**src/rtl/div_pkg.sv**
```systemverilog
// Package: shared mode encoding for the divider.
// Assumes: the mode bit from the decoder maps directly onto div_mode_e.
package div_pkg;
    typedef enum logic {
        DIV_UNSIGNED = 1'b0,
        DIV_SIGNED   = 1'b1
    } div_mode_e;
endpackage

```
**src/rtl/div_operand_prep.sv**
```systemverilog
// Module: div_operand_prep
// Turns raw operands into magnitudes plus a result-sign flag. It applies
// the substitution rule: the divisor becomes one when it is zero, or when
// a signed divide of the most negative value by minus one is requested.
// Assumes: purely combinational; the caller samples the outputs on start.
module div_operand_prep
    import div_pkg::*;
#(
    parameter int WIDTH = 32
) (
    input  logic [WIDTH-1:0] dividend_i,
    input  logic [WIDTH-1:0] divisor_i,
    input  div_mode_e        mode_i,
    output logic [WIDTH-1:0] a_mag_o,
    output logic [WIDTH-1:0] b_mag_o,
    output logic             neg_o
);
    localparam logic [WIDTH-1:0] MOST_NEG = {1'b1, {(WIDTH-1){1'b0}}};
    localparam logic [WIDTH-1:0] MINUS_1  = {WIDTH{1'b1}};
    localparam logic [WIDTH-1:0] ONE      = {{(WIDTH-1){1'b0}}, 1'b1};

    logic             is_signed;
    logic             swap_one;
    logic [WIDTH-1:0] b_eff;
    logic             a_neg;
    logic             b_neg;

    // Apply the substitution rule and split each operand into sign and magnitude.
    always_comb begin
        is_signed = (mode_i == DIV_SIGNED);
        swap_one  = (divisor_i == '0) ||
                    (is_signed && dividend_i == MOST_NEG && divisor_i == MINUS_1);
        b_eff     = swap_one ? ONE : divisor_i;
        a_neg     = is_signed && dividend_i[WIDTH-1];
        b_neg     = is_signed && b_eff[WIDTH-1];
        a_mag_o   = a_neg ? (~dividend_i + ONE) : dividend_i;
        b_mag_o   = b_neg ? (~b_eff + ONE) : b_eff;
        neg_o     = a_neg ^ b_neg;
    end
endmodule

```
**src/rtl/div_restoring_core.sv**
```systemverilog
// Module: div_restoring_core
// Radix-2 restoring divider on unsigned magnitudes. It produces one
// quotient bit per clock over WIDTH steps. fin_o marks the cycle whose
// step is the last one; q_next_o is then the complete magnitude quotient.
// Assumes: load_i only while busy_o is low; b_mag_i is never zero.
module div_restoring_core #(
    parameter int WIDTH = 32
) (
    input  logic             clk,
    input  logic             rst_n,
    input  logic             load_i,
    input  logic [WIDTH-1:0] a_mag_i,
    input  logic [WIDTH-1:0] b_mag_i,
    output logic             busy_o,
    output logic             fin_o,
    output logic [WIDTH-1:0] q_next_o
);
    localparam int CW = $clog2(WIDTH + 1);
    localparam logic [CW-1:0] STEPS = CW'(WIDTH);
    localparam logic [CW-1:0] LAST  = CW'(1);

    logic [WIDTH-1:0] rem_q, quo_q, div_q;
    logic [CW-1:0]    cnt_q;
    logic [WIDTH:0]   trial;
    logic             fits;
    logic [WIDTH-1:0] rem_next;

    // One restoring step: shift in the next dividend bit, subtract if it fits.
    always_comb begin
        trial    = {rem_q, quo_q[WIDTH-1]};
        fits     = (trial >= {1'b0, div_q});
        rem_next = fits ? ({rem_q[WIDTH-2:0], quo_q[WIDTH-1]} - div_q)
                        : {rem_q[WIDTH-2:0], quo_q[WIDTH-1]};
        q_next_o = {quo_q[WIDTH-2:0], fits};
        fin_o    = busy_o && (cnt_q == LAST);
    end

    // Iteration state: load on start, otherwise step while busy.
    always_ff @(posedge clk) begin
        if (!rst_n) begin
            busy_o <= 1'b0;
            cnt_q  <= '0;
            rem_q  <= '0;
            quo_q  <= '0;
            div_q  <= '0;
        end else if (load_i) begin
            busy_o <= 1'b1;
            cnt_q  <= STEPS;
            rem_q  <= '0;
            quo_q  <= a_mag_i;
            div_q  <= b_mag_i;
        end else if (busy_o) begin
            rem_q  <= rem_next;
            quo_q  <= q_next_o;
            cnt_q  <= cnt_q - LAST;
            if (cnt_q == LAST) busy_o <= 1'b0;
        end
    end

    // The partial remainder always stays below the divisor during a run.
    assert_rem_bound_R1: assert property (@(posedge clk) disable iff (!rst_n)
        busy_o |-> (rem_q < div_q));
    // The substitution rule guarantees the core never divides by zero.
    assert_divisor_nonzero_R3: assert property (@(posedge clk) disable iff (!rst_n)
        busy_o |-> (div_q != '0));
endmodule

```
**src/rtl/div_result_stage.sv**
```systemverilog
// Module: div_result_stage
// Registers the finished quotient and restores its sign. It raises the
// done strobe and raises the write request only for a non-zero index.
// Assumes: fin_i is a single-cycle pulse from the core.
module div_result_stage #(
    parameter int WIDTH = 32,
    parameter int IDX_W = 5
) (
    input  logic             clk,
    input  logic             rst_n,
    input  logic             fin_i,
    input  logic             neg_i,
    input  logic [WIDTH-1:0] q_mag_i,
    input  logic [IDX_W-1:0] dest_i,
    output logic             done_o,
    output logic             wr_en_o,
    output logic [IDX_W-1:0] dest_o,
    output logic [WIDTH-1:0] quot_o
);
    // Capture the signed result and the strobes on the final step.
    always_ff @(posedge clk) begin
        if (!rst_n) begin
            done_o  <= 1'b0;
            wr_en_o <= 1'b0;
            dest_o  <= '0;
            quot_o  <= '0;
        end else begin
            done_o  <= fin_i;
            wr_en_o <= fin_i && (dest_i != '0);
            if (fin_i) begin
                dest_o <= dest_i;
                quot_o <= neg_i ? (~q_mag_i + 1'b1) : q_mag_i;
            end
        end
    end

    // Done never lasts two cycles.
    assert_done_pulse_R5: assert property (@(posedge clk) disable iff (!rst_n)
        done_o |=> !done_o);
endmodule

```
**src/rtl/int_divider.sv**
```systemverilog
// Module: int_divider (top)
// A multi-cycle signed/unsigned integer divider. It accepts a start while
// idle and returns the quotient WIDTH+1 cycles later with a done strobe.
// Assumes: the issuing pipeline watches busy_o; starts while busy are dropped.
module int_divider
    import div_pkg::*;
#(
    parameter int WIDTH = 32,
    parameter int IDX_W = 5
) (
    input  logic             clk,
    input  logic             rst_n,
    input  logic             start_i,
    input  logic             signed_i,
    input  logic [WIDTH-1:0] dividend_i,
    input  logic [WIDTH-1:0] divisor_i,
    input  logic [IDX_W-1:0] dest_i,
    output logic             busy_o,
    output logic             done_o,
    output logic             wr_en_o,
    output logic [IDX_W-1:0] dest_o,
    output logic [WIDTH-1:0] quot_o
);
    localparam int CW = $clog2(WIDTH + 1);

    logic             load;
    logic [WIDTH-1:0] a_mag, b_mag;
    logic             neg_c, neg_q;
    logic [IDX_W-1:0] dest_q;
    logic             fin;
    logic [WIDTH-1:0] q_next;
    logic [CW-1:0]    lat_q;

    // Accept a start only when idle (a done cycle counts as idle).
    assign load = start_i && !busy_o;

    div_operand_prep #(.WIDTH(WIDTH)) u_prep (
        .dividend_i (dividend_i),
        .divisor_i  (divisor_i),
        .mode_i     (div_mode_e'(signed_i)),
        .a_mag_o    (a_mag),
        .b_mag_o    (b_mag),
        .neg_o      (neg_c)
    );

    div_restoring_core #(.WIDTH(WIDTH)) u_core (
        .clk      (clk),
        .rst_n    (rst_n),
        .load_i   (load),
        .a_mag_i  (a_mag),
        .b_mag_i  (b_mag),
        .busy_o   (busy_o),
        .fin_o    (fin),
        .q_next_o (q_next)
    );

    // Hold the result sign and destination for the whole run.
    always_ff @(posedge clk) begin
        if (!rst_n) begin
            neg_q  <= 1'b0;
            dest_q <= '0;
        end else if (load) begin
            neg_q  <= neg_c;
            dest_q <= dest_i;
        end
    end

    div_result_stage #(.WIDTH(WIDTH), .IDX_W(IDX_W)) u_out (
        .clk     (clk),
        .rst_n   (rst_n),
        .fin_i   (fin),
        .neg_i   (neg_q),
        .q_mag_i (q_next),
        .dest_i  (dest_q),
        .done_o  (done_o),
        .wr_en_o (wr_en_o),
        .dest_o  (dest_o),
        .quot_o  (quot_o)
    );

    // Checker-only latency counter: busy cycles since the accepted start.
    always_ff @(posedge clk) begin
        if (!rst_n)      lat_q <= '0;
        else if (load)   lat_q <= '0;
        else if (busy_o) lat_q <= lat_q + 1'b1;
    end

    assert_done_latency_R5: assert property (@(posedge clk) disable iff (!rst_n)
        done_o |-> (lat_q == CW'(WIDTH)));
    assert_busy_clear_at_done_R6: assert property (@(posedge clk) disable iff (!rst_n)
        done_o |-> !busy_o);
    assert_start_ignored_R7: assert property (@(posedge clk) disable iff (!rst_n)
        (busy_o && $past(busy_o)) |-> $stable(dest_q));
    assert_write_gated_R8: assert property (@(posedge clk) disable iff (!rst_n)
        wr_en_o |-> (done_o && dest_o != '0));
endmodule

```
**config.mk**
```make
export PLATFORM = sky130hd
export DESIGN_NAME = int_divider
export DESIGN_NICKNAME = d
export VERILOG_FILES = /design/src/rtl/div_pkg.sv /design/src/rtl/div_operand_prep.sv /design/src/rtl/div_restoring_core.sv /design/src/rtl/div_result_stage.sv /design/src/rtl/int_divider.sv
export SDC_FILE = /design/constraint.sdc
export NUM_CORES = 1
export LEC_CHECK = 0
export BUFFER_PORTS_ARGS = -buffer_cell sky130_fd_sc_hd__buf_4
export CORE_ASPECT_RATIO = 1.2
export CORE_MARGIN = 2
export CORE_UTILIZATION = 55
export CTS_BUF_LIST = sky130_fd_sc_hd__clkbuf_2 sky130_fd_sc_hd__clkbuf_4 sky130_fd_sc_hd__clkbuf_8
export DETAILED_ROUTE_END_ITERATION = 8
export PLACE_DENSITY = 0.83
export SYNTH_ARGS = -nofsm -noshare
export SYNTH_HDL_FRONTEND = slang
export SYNTH_SLANG_ARGS = --single-unit
```
**constraint.sdc**
```tcl
create_clock -name clk -period 7 [get_ports clk]
set_clock_uncertainty 0.1 [all_clocks]
set_input_delay 1.05 -clock clk [delete_from_list [all_inputs] [get_ports clk]]
set_output_delay 1.05 -clock clk [all_outputs]
set_load 0.01 [all_outputs]
```
==> out/metrics.cfg <==
[synth]
syn_area_per_cell_um2=7.56
yosys.area.top_type=dfxtp_1
yosys_register_bits=148
ys_seq_area_share_pct=30.2
synthTopCellsByArea=dfxtp_1 (30%), a21oi_1 (6.5%), nor2_1 (6.4%), xor2_1 (5.8%), a211oi_1 (5.0%)
yosysUniqueCellTypes=68
syn-cell-area_mm2=0.00980
dominantRegCellSynth=dfxtp_1
yosys-top-cells-count=nor2_1 (167), dfxtp_1 (148), a21oi_1 (127)
synth.most_common_cell=nor2_1
synth_top_area_share_pct=30.2
synthArstFlopShare_pct=0
synth.net_count=1408
synth-edff-count=0
synth-warning-count=0
netlist_instances=1297

[floorplan]
start_util_pct=56.0
die_area_mm2=0.0189
core_area_mm2=0.0175
num_rows=53
pin_count=113
fp.dieH_um=150
die_x_um=126

[pwr]
power_frac_clock_pct=28.1
power.density_mw_per_mm2=245
switching_power_mw=1.02
peakVddDrop_mv=0.136
swShare_pct=37.6
seqPwrFrac_pct=35.7
intPower_mw=1.70
leakagePower_nw=4.28
p_comb_share_pct=36.2

[clock_network]
path_clk_slew_ps=90
cts_tree=built
clockBufferDepth=2
numCtsBuffers=17
cts_resized=0
clock_latency_ps=470
cts_setup_buffers=0
cts_max_level=4
cts_sinks=148
ctsHoldBuffers=0
cts_root_buffer=clkbuf_8

[final_layout]
seqCellArea_mm2=0.00297
layout.nets=1468
syn2layout_area_growth_pct=13.6
antennaDiodeCount=0
multi_input_area_mm2=0.00633
num-fill-cells=1577
layout-drive-gt1-share_pct=12.8
final_util_pct=63.6

[critical_path]
crit_slowest_cell=or4_4
r2r_slack_ps=2000
cp_top_family=simple AND/OR/NAND/NOR gates
end_kind=flop
worstPathRequired_ps=7230
timing.critical_path.buf_inv=2
crit_cells=18
cp_cell_sequence=inv_1 -> ha_1 -> a21o_1 -> a31oi_1 -> o221ai_1 -> nand3_1 -> o221a_2 -> nand2_1 -> clkinv_1 -> ha_1 -> nand2b_1 -> or4_4 -> or2_1 -> or4_4 -> nand2b_4 -> o41ai_4 -> xor2_1 -> a21oi_1
setup.worst_path.end=u_out.quot_o[30]
cpPeakStageDelay_ps=520
reg2reg_depth=18
timing.critical_path.arrival_ps=5220
crit_type=flop to flop
r2r_start=u_core.div_q[11]
startpoint=u_core.div_q[11]
start_kind=flop
r2r-end=u_out.quot_o[30]
cp_max_fo=17

[detailed_routing]
antenna_left=0
dr.first_iter.drc_count=713
vias=9837
wl_per_cell_um=17.6
topRoutingLayerUsed=met4
drc=0
met1Wirelength_um=11500
avgViaCountPerCell=6.19
met3_length_um=1570
route.met2.wl_um=13900
drtPass1Iterations=6
wirelength_um=27900

[global_route]
grt_pass1_wl_um=45600
track_usage_pct=29.5
grt_overflow=0
grt_pass1_vias=9279
grt_max_degree=88
antenna_found_initial=0

[sta]
period_needed_ps=5000
min_period_over_period_pct=71.4
rsz0062_at_grt=no
maxSlewHeadroom_pct=35.0
finalHoldViolCount=0
whs_ps=358
setup_viol=0
fmax_mhz=200
timing.setup.tns_ps=0
slew_viol_final=0
worst_slew_pin_slew_ps=975

[place]
io_buffers=112
gp_congestion=0.968
hpwl_um=19900

[hold_path]
hold_path_class=flop to flop

[job]
maxCapViolCount=0

[status]
status=completed

placed cells by master (no fill, tap or decap), types with 4 or more instances in the layout:
cell type	Yosys	final
nor2_1	167	167
dfxtp_1	148	147
a21oi_1	127	127
buf_4	0	121
nand2_1	95	95
o21ai_0	83	83
a211oi_1	65	65
xor2_1	65	65
inv_1	54	54
xnor2_1	38	38
ha_1	37	37
nand3_1	26	26
nor3_1	25	25
mux2i_1	21	21
or3_1	20	20
nand4_1	18	18
a31oi_1	18	18
o31ai_1	17	17
clkbuf_8	0	17
nor4_1	14	14
nor2b_1	15	14
o22ai_1	13	13
nand2b_1	11	11
or4_1	10	10
o211ai_1	10	10
o41ai_1	10	10
a311oi_1	10	10
or2_2	8	8
a21o_1	7	7
and2_1	7	7
o221ai_1	6	6
nand3b_1	6	6
a41oi_1	5	5
and3_1	5	5
o21a_1	4	4
nor3b_1	4	4
a21boi_0	4	4
a2111oi_0	4	4
bufinv_16	0	4
through the flow:
step	total power, mW	std cells	worst slack [ps]	instance area (um^2)
2_1_floorplan	1.70	1297	2370	9800
3_5_place_dp	1.95	1558	1840	10700
4_1_cts	2.71	1590	2060	11100
6_report	2.72	1590	2000	11100
3_3_place_gp	1.94	1558	1930	10700
5_1_grt	2.87	1590	1680	11100
worst min-delay path, cell delays in order, from the launching register on:
cell and delay, ps:
dfxtp_1 310, nand2_1 50, a21oi_1 50
sequential cells by signal, indices dropped and copies added, names as in the netlist, 5 cells and up:
signal,flops
dest_q,5
u_core.cnt_q,6
u_core.div_q,32
u_core.quo_q,32
u_core.rem_q,32
u_out.dest_o,5
u_out.quot_o,32
worst min path at each step:
stage                      from          endpoint  slack (ps)  depth (start not counted)
2_1_floorplan  u_core.div_q[21]  u_core.div_q[21]         330                          2
3_3_place_gp    u_core.div_q[2]   u_core.div_q[2]         350                          2
3_5_place_dp    u_out.dest_o[3]   u_out.dest_o[3]         350                          2
4_1_cts         u_out.dest_o[3]   u_out.dest_o[3]         360                          2
5_1_grt         u_core.div_q[2]   u_core.div_q[2]         390                          2
6_report        u_out.dest_o[3]   u_out.dest_o[3]         360                          2
layer usage:
metal  vias up  GRT usage, %
met1      4602          35.1
met2       347          52.1
li1       4824             -
met5         -             0
met3        64          4.90
met4         0          14.0
layout make-up:
class / instances / share of cell area, %
clock inverters: 13 / 1.79
multi-input cells: 1013 / 56.8
clock buffers: 19 / 2.24
well taps: 220 / 2.47
flip-flops and latches: 148 / 26.6
repair buffers: 121 / 8.16
inverters: 56 / 1.89
power groups by stage:
stage	logic [mW]	registers, mW	clock network [mW]
2_1_floorplan	0.736	0.962	0
3_3_place_gp	0.950	0.986	0
3_5_place_dp	0.964	0.988	0
4_1_cts	0.974	0.969	0.765
5_1_grt	1.09	0.980	0.801
6_report	0.987	0.972	0.766
cell families (layout without fill, tap and decap cells):
logic type      Yosys count  count (layout)  synth area share (%)
simple gates            444             444                  21.7
buf+inv                 136             209                  5.31
flops                   148             148                  30.2
compound gates          406             406                  26.4
mux                      22              22                  2.26
fa+ha+maj                38              38                  4.93
xor+xnor                103             103                  9.20
Note: power is estimated with default switching activity, not from simulation.
